[src/rtl/bmf_pkg.sv]
`timescale 1ns/1ps
package bmf_pkg;

    localparam int WORD_W = 36;

    typedef enum logic [2:0] {
        BM_W36_R36 = 3'd0,
        BM_W36_R18 = 3'd1,
        BM_W36_R9  = 3'd2,
        BM_W18_R36 = 3'd3,
        BM_W9_R36  = 3'd4
    } bm_mode_e;

    typedef struct packed {
        bm_mode_e mode;
        logic     big;
        logic     fwft;
    } bmf_cfg_t;

    function automatic bm_mode_e decode_mode(input logic [2:0] code);
        if (code <= 3'd4) return bm_mode_e'(code);
        return BM_W36_R36;
    endfunction

    // log2 of slices per word on the write side
    function automatic logic [1:0] wr_lanes_lg(input bm_mode_e m);
        case (m)
            BM_W18_R36: return 2'd1;
            BM_W9_R36:  return 2'd2;
            default:    return 2'd0;
        endcase
    endfunction

    function automatic logic [1:0] rd_lanes_lg(input bm_mode_e m);
        case (m)
            BM_W36_R18: return 2'd1;
            BM_W36_R9:  return 2'd2;
            default:    return 2'd0;
        endcase
    endfunction

    function automatic logic [1:0] lane_last(input logic [1:0] lg);
        case (lg)
            2'd0:    return 2'd0;
            2'd1:    return 2'd1;
            default: return 2'd3;
        endcase
    endfunction

    function automatic logic [WORD_W-1:0] put_slice(
        input logic [WORD_W-1:0] acc, input logic [WORD_W-1:0] din,
        input logic [1:0] lg, input logic [1:0] idx, input logic big);
        logic [WORD_W-1:0] r;
        logic [1:0]        p;
        r = acc;
        case (lg)
            2'd0: r = din;
            2'd1: begin
                if (big ? ~idx[0] : idx[0]) r[35:18] = din[17:0];
                else                        r[17:0]  = din[17:0];
            end
            default: begin
                p = big ? (2'd3 - idx) : idx;
                r[9*int'(p) +: 9] = din[8:0];
            end
        endcase
        return r;
    endfunction

    function automatic logic [WORD_W-1:0] get_slice(
        input logic [WORD_W-1:0] w, input logic [1:0] lg,
        input logic [1:0] idx, input logic big);
        logic [1:0] p;
        case (lg)
            2'd0: return w;
            2'd1: begin
                if (big ? ~idx[0] : idx[0]) return {18'b0, w[35:18]};
                return {18'b0, w[17:0]};
            end
            default: begin
                p = big ? (2'd3 - idx) : idx;
                return {27'b0, w[9*int'(p) +: 9]};
            end
        endcase
    endfunction

    function automatic int unsigned preset_off(input logic [2:0] sel,
                                               input int unsigned depth);
        int unsigned v;
        v = int'(sel) + 1;
        return (v > depth / 2) ? depth / 2 : v;
    endfunction

endpackage

[src/rtl/bmf_wr_pack.sv]
`timescale 1ns/1ps
module bmf_wr_pack
    import bmf_pkg::*;
(
    input  logic              clk,
    input  logic              clr,
    input  logic [1:0]        lane_lg,
    input  logic              big,
    input  logic              accept,
    input  logic [WORD_W-1:0] din,
    output logic              commit_o,
    output logic [WORD_W-1:0] word_o
);
    logic [WORD_W-1:0] acc_q;
    logic [1:0]        idx_q;
    logic              last;

    assign last     = (idx_q == lane_last(lane_lg));
    assign word_o   = put_slice(acc_q, din, lane_lg, idx_q, big);
    assign commit_o = accept & last;

    always_ff @(posedge clk) begin
        if (clr) begin
            acc_q <= '0;
            idx_q <= '0;
        end else if (accept) begin
            if (last) begin
                acc_q <= '0;
                idx_q <= '0;
            end else begin
                acc_q <= word_o;
                idx_q <= idx_q + 2'd1;
            end
        end
    end


    pack_restart_chk: assert property (@(posedge clk) disable iff (clr)
        commit_o |=> (idx_q == 2'd0));

    pack_partial_chk: assert property (@(posedge clk) disable iff (clr)
        (accept && !last) |=> (idx_q != 2'd0));
endmodule

[src/rtl/bmf_rd_unpack.sv]
`timescale 1ns/1ps
module bmf_rd_unpack
    import bmf_pkg::*;
(
    input  logic              clk,
    input  logic              clr,
    input  logic [1:0]        lane_lg,
    input  logic              big,
    input  logic              take,
    input  logic [WORD_W-1:0] head,
    output logic [WORD_W-1:0] slice_o,
    output logic              free_o
);
    logic [1:0] idx_q;
    logic       last;

    assign last    = (idx_q == lane_last(lane_lg));
    assign slice_o = get_slice(head, lane_lg, idx_q, big);
    assign free_o  = take & last;

    always_ff @(posedge clk) begin
        if (clr)       idx_q <= '0;
        else if (take) idx_q <= last ? 2'd0 : idx_q + 2'd1;
    end


    unpack_mid_chk: assert property (@(posedge clk) disable iff (clr)
        (take && !free_o) |=> (idx_q != 2'd0));

    unpack_done_chk: assert property (@(posedge clk) disable iff (clr)
        free_o |=> (idx_q == 2'd0));
endmodule

[src/rtl/bmf_flags.sv]
`timescale 1ns/1ps
module bmf_flags
    import bmf_pkg::*;
#(
    parameter int DEPTH = 16,
    parameter int CW    = $clog2(DEPTH + 1)
) (
    input  logic          clk,
    input  logic          mrst,
    input  logic          prst,
    input  logic [2:0]    preset_sel,
    input  logic          par_ld,
    input  logic [CW-1:0] par_ae,
    input  logic [CW-1:0] par_af,
    input  logic          ser_en,
    input  logic          ser_d,
    input  logic [CW-1:0] cnt,
    output logic          ae_o,
    output logic          af_o,
    output logic          hf_o
);
    localparam logic [CW-1:0] FULL_CNT = CW'(DEPTH);
    localparam logic [CW-1:0] HALF_CNT = CW'(DEPTH / 2);

    logic [CW-1:0]   ae_off_q, af_off_q, free_cnt;
    logic [2*CW-1:0] joined;

    assign free_cnt = FULL_CNT - cnt;
    assign joined   = {af_off_q, ae_off_q};
    assign hf_o     = (cnt > HALF_CNT);

    always_ff @(posedge clk) begin
        if (mrst) begin
            ae_off_q <= CW'(preset_off(preset_sel, DEPTH));
            af_off_q <= CW'(preset_off(preset_sel, DEPTH));
        end else if (par_ld) begin
            ae_off_q <= par_ae;
            af_off_q <= par_af;
        end else if (ser_en) begin
            {af_off_q, ae_off_q} <= {ser_d, joined[2*CW-1:1]};
        end
    end

    always_ff @(posedge clk) begin
        if (mrst || prst) begin
            ae_o <= 1'b1;
            af_o <= 1'b0;
        end else begin
            ae_o <= (cnt <= ae_off_q);
            af_o <= (free_cnt <= af_off_q);
        end
    end


    ae_set_chk: assert property (@(posedge clk) disable iff (mrst || prst)
        (cnt <= ae_off_q) |=> ae_o);

    ae_clr_chk: assert property (@(posedge clk) disable iff (mrst || prst)
        (cnt > ae_off_q) |=> !ae_o);

    af_set_chk: assert property (@(posedge clk) disable iff (mrst || prst)
        (free_cnt <= af_off_q) |=> af_o);

    prst_keep_off_chk: assert property (@(posedge clk) disable iff (mrst)
        (prst && !par_ld && !ser_en) |=> $stable(joined));
endmodule

[src/rtl/busmatch_fifo.sv]
`timescale 1ns/1ps
module busmatch_fifo
    import bmf_pkg::*;
#(
    parameter int DEPTH = 16
) (
    input  logic              clk,
    input  logic              mrst_i,
    input  logic              prst_i,
    input  logic [2:0]        bus_mode_i,
    input  logic              big_end_i,
    input  logic              fwft_i,
    input  logic [2:0]        preset_i,
    input  logic              wr_en_i,
    input  logic [WORD_W-1:0] wdata_i,
    input  logic              rd_en_i,
    output logic [WORD_W-1:0] rdata_o,
    input  logic              ld_par_i,
    input  logic              ld_ser_i,
    input  logic              ser_d_i,
    output logic              out_flag_o,
    output logic              in_flag_o,
    output logic              half_o,
    output logic              almost_empty_o,
    output logic              almost_full_o
);
    localparam int AW = (DEPTH > 1) ? $clog2(DEPTH) : 1;
    localparam int CW = $clog2(DEPTH + 1);
    localparam logic [AW-1:0] LAST_PTR = AW'(DEPTH - 1);
    localparam logic [CW-1:0] FULL_CNT = CW'(DEPTH);

    bmf_cfg_t          cfg_q;
    logic [WORD_W-1:0] mem [DEPTH];
    logic [AW-1:0]     wp_q, rp_q;
    logic [CW-1:0]     cnt_q;
    logic [WORD_W-1:0] rdata_q, word, slice;
    logic              clr, full, empty, wr_accept, rd_take, commit, free;

    assign clr       = mrst_i | prst_i;
    assign full      = (cnt_q == FULL_CNT);
    assign empty     = (cnt_q == '0);
    assign wr_accept = wr_en_i & ~ld_par_i & ~full & ~clr;
    assign rd_take   = rd_en_i & ~empty & ~clr;

    always_ff @(posedge clk) begin
        if (mrst_i) begin
            cfg_q.mode <= decode_mode(bus_mode_i);
            cfg_q.big  <= big_end_i;
            cfg_q.fwft <= fwft_i;
        end
    end

    bmf_wr_pack u_pack (
        .clk      (clk),
        .clr      (clr),
        .lane_lg  (wr_lanes_lg(cfg_q.mode)),
        .big      (cfg_q.big),
        .accept   (wr_accept),
        .din      (wdata_i),
        .commit_o (commit),
        .word_o   (word)
    );

    bmf_rd_unpack u_unpack (
        .clk     (clk),
        .clr     (clr),
        .lane_lg (rd_lanes_lg(cfg_q.mode)),
        .big     (cfg_q.big),
        .take    (rd_take),
        .head    (mem[rp_q]),
        .slice_o (slice),
        .free_o  (free)
    );

    always_ff @(posedge clk) begin
        if (commit) mem[wp_q] <= word;
    end

    always_ff @(posedge clk) begin
        if (clr) begin
            wp_q    <= '0;
            rp_q    <= '0;
            cnt_q   <= '0;
            rdata_q <= '0;
        end else begin
            if (commit) wp_q <= (wp_q == LAST_PTR) ? '0 : wp_q + 1'b1;
            if (free)   rp_q <= (rp_q == LAST_PTR) ? '0 : rp_q + 1'b1;
            cnt_q <= cnt_q + CW'(commit) - CW'(free);
            if (rd_take) rdata_q <= slice;
        end
    end

    bmf_flags #(.DEPTH(DEPTH), .CW(CW)) u_flags (
        .clk        (clk),
        .mrst       (mrst_i),
        .prst       (prst_i),
        .preset_sel (preset_i),
        .par_ld     (ld_par_i),
        .par_ae     (wdata_i[CW-1:0]),
        .par_af     (wdata_i[18 +: CW]),
        .ser_en     (ld_ser_i),
        .ser_d      (ser_d_i),
        .cnt        (cnt_q),
        .ae_o       (almost_empty_o),
        .af_o       (almost_full_o),
        .hf_o       (half_o)
    );

    assign rdata_o    = cfg_q.fwft ? (empty ? '0 : slice) : rdata_q;
    assign out_flag_o = cfg_q.fwft ? ~empty : empty;
    assign in_flag_o  = cfg_q.fwft ? ~full  : full;


    no_overflow_chk: assert property (@(posedge clk) disable iff (clr)
        (full && wr_en_i) |=> $stable(wp_q));

    no_underflow_chk: assert property (@(posedge clk) disable iff (clr)
        (empty && rd_en_i) |=> ($stable(rp_q) && $stable(rdata_q)));

    count_bound_chk: assert property (@(posedge clk) disable iff (clr)
        cnt_q <= FULL_CNT);

    cfg_hold_chk: assert property (@(posedge clk) disable iff (mrst_i)
        !mrst_i |=> $stable(cfg_q));
endmodule

[config.mk]
export PLATFORM = sky130hd
export DESIGN_NAME = busmatch_fifo
export DESIGN_NICKNAME = d
export VERILOG_FILES = /design/src/rtl/bmf_pkg.sv /design/src/rtl/bmf_wr_pack.sv /design/src/rtl/bmf_rd_unpack.sv /design/src/rtl/bmf_flags.sv /design/src/rtl/busmatch_fifo.sv
export SDC_FILE = /design/constraint.sdc
export NUM_CORES = 1
export LEC_CHECK = 0
export ABC_AREA = 1
export CAP_MARGIN = 20
export CORE_UTILIZATION = 35
export CTS_BUF_LIST = sky130_fd_sc_hd__clkbuf_16
export CTS_CLUSTER_SIZE = 30
export DETAILED_ROUTE_END_ITERATION = 8
export PLACE_DENSITY_LB_ADDON = 0.08
export SLEW_MARGIN = 10
export SYNTH_ARGS = -nofsm -noshare
export SYNTH_HDL_FRONTEND = slang
export SYNTH_SLANG_ARGS = --single-unit
[constraint.sdc]
create_clock -name clk -period 4.1 [get_ports clk]
set_input_delay 0.82 -clock clk [delete_from_list [all_inputs] [get_ports clk]]
set_output_delay 0.82 -clock clk [all_outputs]
set_load 0.02 [all_outputs]
==> results.yml <==
sta:
  final.min_clock_period_ps: 3940
  fin_crit_sh: 0.962
  rsz0062_at_grt: "true"
  slew_violations: 0
  whs_ps: 479
  worst_pin_slew_ps: 873
  setup_viol: 0
  finalHoldViolCount: 0
  fin_ws_ps: 157
  relSlewSlack: 0.417
  skew_ps: 25.9
  fmax_ghz: 0.254
synthesis:
  synth_top_area_cell: "edfxtp_1"
  synth_cells: 3233
  synth_top_area_share: 0.569
  ys_ff_latch: 686
  synthFlopType: "edfxtp_1"
  synthTopCellsByArea: "edfxtp_1, nand2_1, nand3_1"
  synth_cell_types: 50
  syn_avg_cell_area_um2: 9.65
  syn_nets: 3314
  ys_seq_area_frac: 0.630
  synth_edf_count: 591
  ys_warn_count: 0
  ys_async_sr_fraction: 0
  synth_area_um2: 31200
  synthTopCellsByCount: "nand2_1, edfxtp_1, nand3_1"
  synth_most_common_cell: "nand2_1"
routing:
  drc: 0
  drtIter0Drc: 1722
  wl_per_cell_um: 21.8
  first_pass_iters: 5
  antenna_left: 0
  vias: 22968
  routed_wl_um: 99900
  routed_via_density: 5.02
critical_path:
  cpPeakStageDelay_ps: 490
  cp_num_buf_inv: 2
  crit_arrival_ps: 3120
  cpLargestDelayFamily: "simple AND/OR/NAND/NOR gates"
  cp_cell_sequence: "buf_16 -> nand2_1 -> nand2_1 -> nand2_1 -> nand3_1 -> nand3_1 -> nand2_1 -> nand2_1 -> o21ai_2 -> nand3_1 -> o21ai_0 -> dlygate4sd2_1"
  crit_fanout: 45
  path_class: "flip-flop to primary output"
  required_ps: 3280
  cp-end-kind: "primary output"
  critPathLaunchType: "flip-flop"
  timing.critical_path.mode_cell: "nand2_1"
  cpMaxStageDelayCell: "dfxtp_4"
clock_tree:
  cts_tree: "done"
  clockBufferDepth: 3
  cts-root-buf: "clkbuf_16"
  insertion_delay_ps: 630
  cts.sinks: 686
  htree_levels: 3
  cts_hold_buf: 0
  clkSlewWorstSetupHoldPaths_ps: 60
  cts_buffers: 79
placement:
  dp_hpwl_um: 58500
  preCtsSetupSlack_ps: 332
  place_congestion: 0.807
  dpl.cell_count: 4421
  portBuffers: 92
layout:
  areaGrowthSynthToFinish_pct: 18.5
  drive_gt1_frac: 0.0973
  antenna_cells: 0
  nets: 3426
  stdcell_count: 4576
global_routing:
  gr-usage-all-layers: 0.222
  grt_pass1_vias: 22430
  grt_max_degree: 64
  grt_overflow: 0
  grt_pass1_wl_um: 148000
  antenna_found_initial: 6
floorplan:
  io_pins: 93
  fp.dieArea_um2: 90300
  core_um2: 88400
  start_util: 0.353
  die_w_um: 301
  die_h_um: 301
  num_rows: 109
pwr:
  power.density_nw_per_um2: 422
  ir_drop_v: 0.000264
  leakagePower_nw: 14.9
  power_w: 0.0156
min_path:
  hp-class: "flip-flop to flip-flop"
run:
  drv_cap: 0
status:
  status: "finished, final reports clean"
==> power breakdown <==
group | internal [W] | total [W] | switching (W) | leakage [nW]
Combinational | 0.000248 | 0.000944 | 0.000696 | 7.42
Sequential | 0.00776 | 0.00778 | 0.0000182 | 6.11
Clock | 0.00403 | 0.00687 | 0.00284 | 1.33
==> area by class of cell <==
type / count / area, um^2
fillers: 8548 / 51400
clock inverters: 64 / 444
multi-input cells: 2029 / 9630
well taps: 1165 / 1460
clock buffers: 83 / 2080
flip-flops and latches: 686 / 19700
repair buffers: 208 / 2390
inverters: 341 / 1320
==> per-stage QoR <==
step | util | area [um^2] | setup TNS [ps]
after floorplan | - | 31200 | 0
after global placement | 0.385 | 34100 | 0
after detailed placement | 0.385 | 34100 | 0
after CTS | 0.417 | 36900 | -262
after global routing | 0.418 | 37000 | -7.18
final | 0.418 | 37000 | 0
==> registers in the layout, indices dropped and copies added (netlist names), named ones only <==
name	cells
cfg_q	5
u_unpack.idx_q	2
u_flags.ae_off_q	5
u_flags.af_off_q	5
u_pack.acc_q	36
u_pack.idx_q	2
wp_q	4
cnt_q	5
rdata_q	36
u_flags.ae_o	1
rp_q	4
u_flags.af_o	1
mem	576
==> cell usage in the layout (no fill, tap or decap), types with 6 or more instances in the layout <==
cell type        synthesis  layout
nand3_1                383     382
buf_4                   19      73
o21ai_1                 24      21
a21oi_1                106     106
nor2_4                   3      20
dfxtp_1                 95      91
nor3_2                   9       9
nand2_2                  3      17
o21ai_0                115     115
nor2_1                 123     107
o22ai_1                 17      17
dlygate4sd2_1            0      12
nand2_1               1094    1072
o211ai_1                21      21
clkinv_2                 0      12
inv_2                    8       8
inv_1                  324     348
ha_1                    28      27
bufinv_16                0       6
buf_12                   2      28
o31ai_1                  8       6
clkinv_1                 5      17
nor3_1                  15      15
edfxtp_1               591     591
clkdlybuf4s50_1          0      68
nand2_4                  2      10
buf_16                   0       6
clkbuf_16                0      84
a211oi_2                 9       9
dlymetal6s2s_1           0       7
xor2_1                   8       8
a311oi_2                 6       6
a22oi_1                 31      31
==> worst paths after layout <==
path	startpoint	to	slack, ps	cells after the start
setup / recovery	flip-flop	rdata_o[17]	160	12
hold / removal	u_pack.acc_q[26]	u_pack.acc_q[26]	480	2
setup reg to reg	cnt_q[1]	cnt_q[4]	660	20
hold reg to reg	u_pack.acc_q[26]	u_pack.acc_q[26]	480	2
==> worst reg2reg max path, cell delays in order (launching register included) <==
cell     delay [ps]
dfxtp_1         400
inv_1           150
ha_1            250
nand2_1          80
inv_1            70
ha_1            330
nor2_1          180
inv_2            50
nor2_1          130
inv_1           110
nor2_4          110
inv_1            80
ha_1            280
inv_1            40
ha_1            190
fa_1            390
nand2_1         100
a21oi_1          60
nor2_1          120
o21ai_0         100
a21oi_1         140
==> routing by layer <==
layer | up-vias | wire [um] | track usage
met1 | 11167 | 45600 | 0.308
li1 | 11035 | - | -
met3 | 128 | 5660 | 0.0323
met4 | 0 | 2490 | 0.0665
met5 | - | 0 | 0
met2 | 638 | 46200 | 0.361
==> logic make-up (layout without fill, tap and decap cells) <==
group | count (synthesis) | after routing | synth area share
fa+ha+maj | 29 | 29 | 0.0119
compound gates | 341 | 341 | 0.0647
xor+xnor | 13 | 13 | 0.00449
simple gates | 1646 | 1646 | 0.219
buf+inv | 518 | 696 | 0.0700
flops | 686 | 686 | 0.630
==> what timing repair did <==
action | 4_1_cts | 5_1_grt
gates resized for setup | 63 | 27
setup endpoints to repair | 37 | 34
buffers inserted | 1 | 1
cloned | 5 | 1
(Power assumes the default switching activity.)
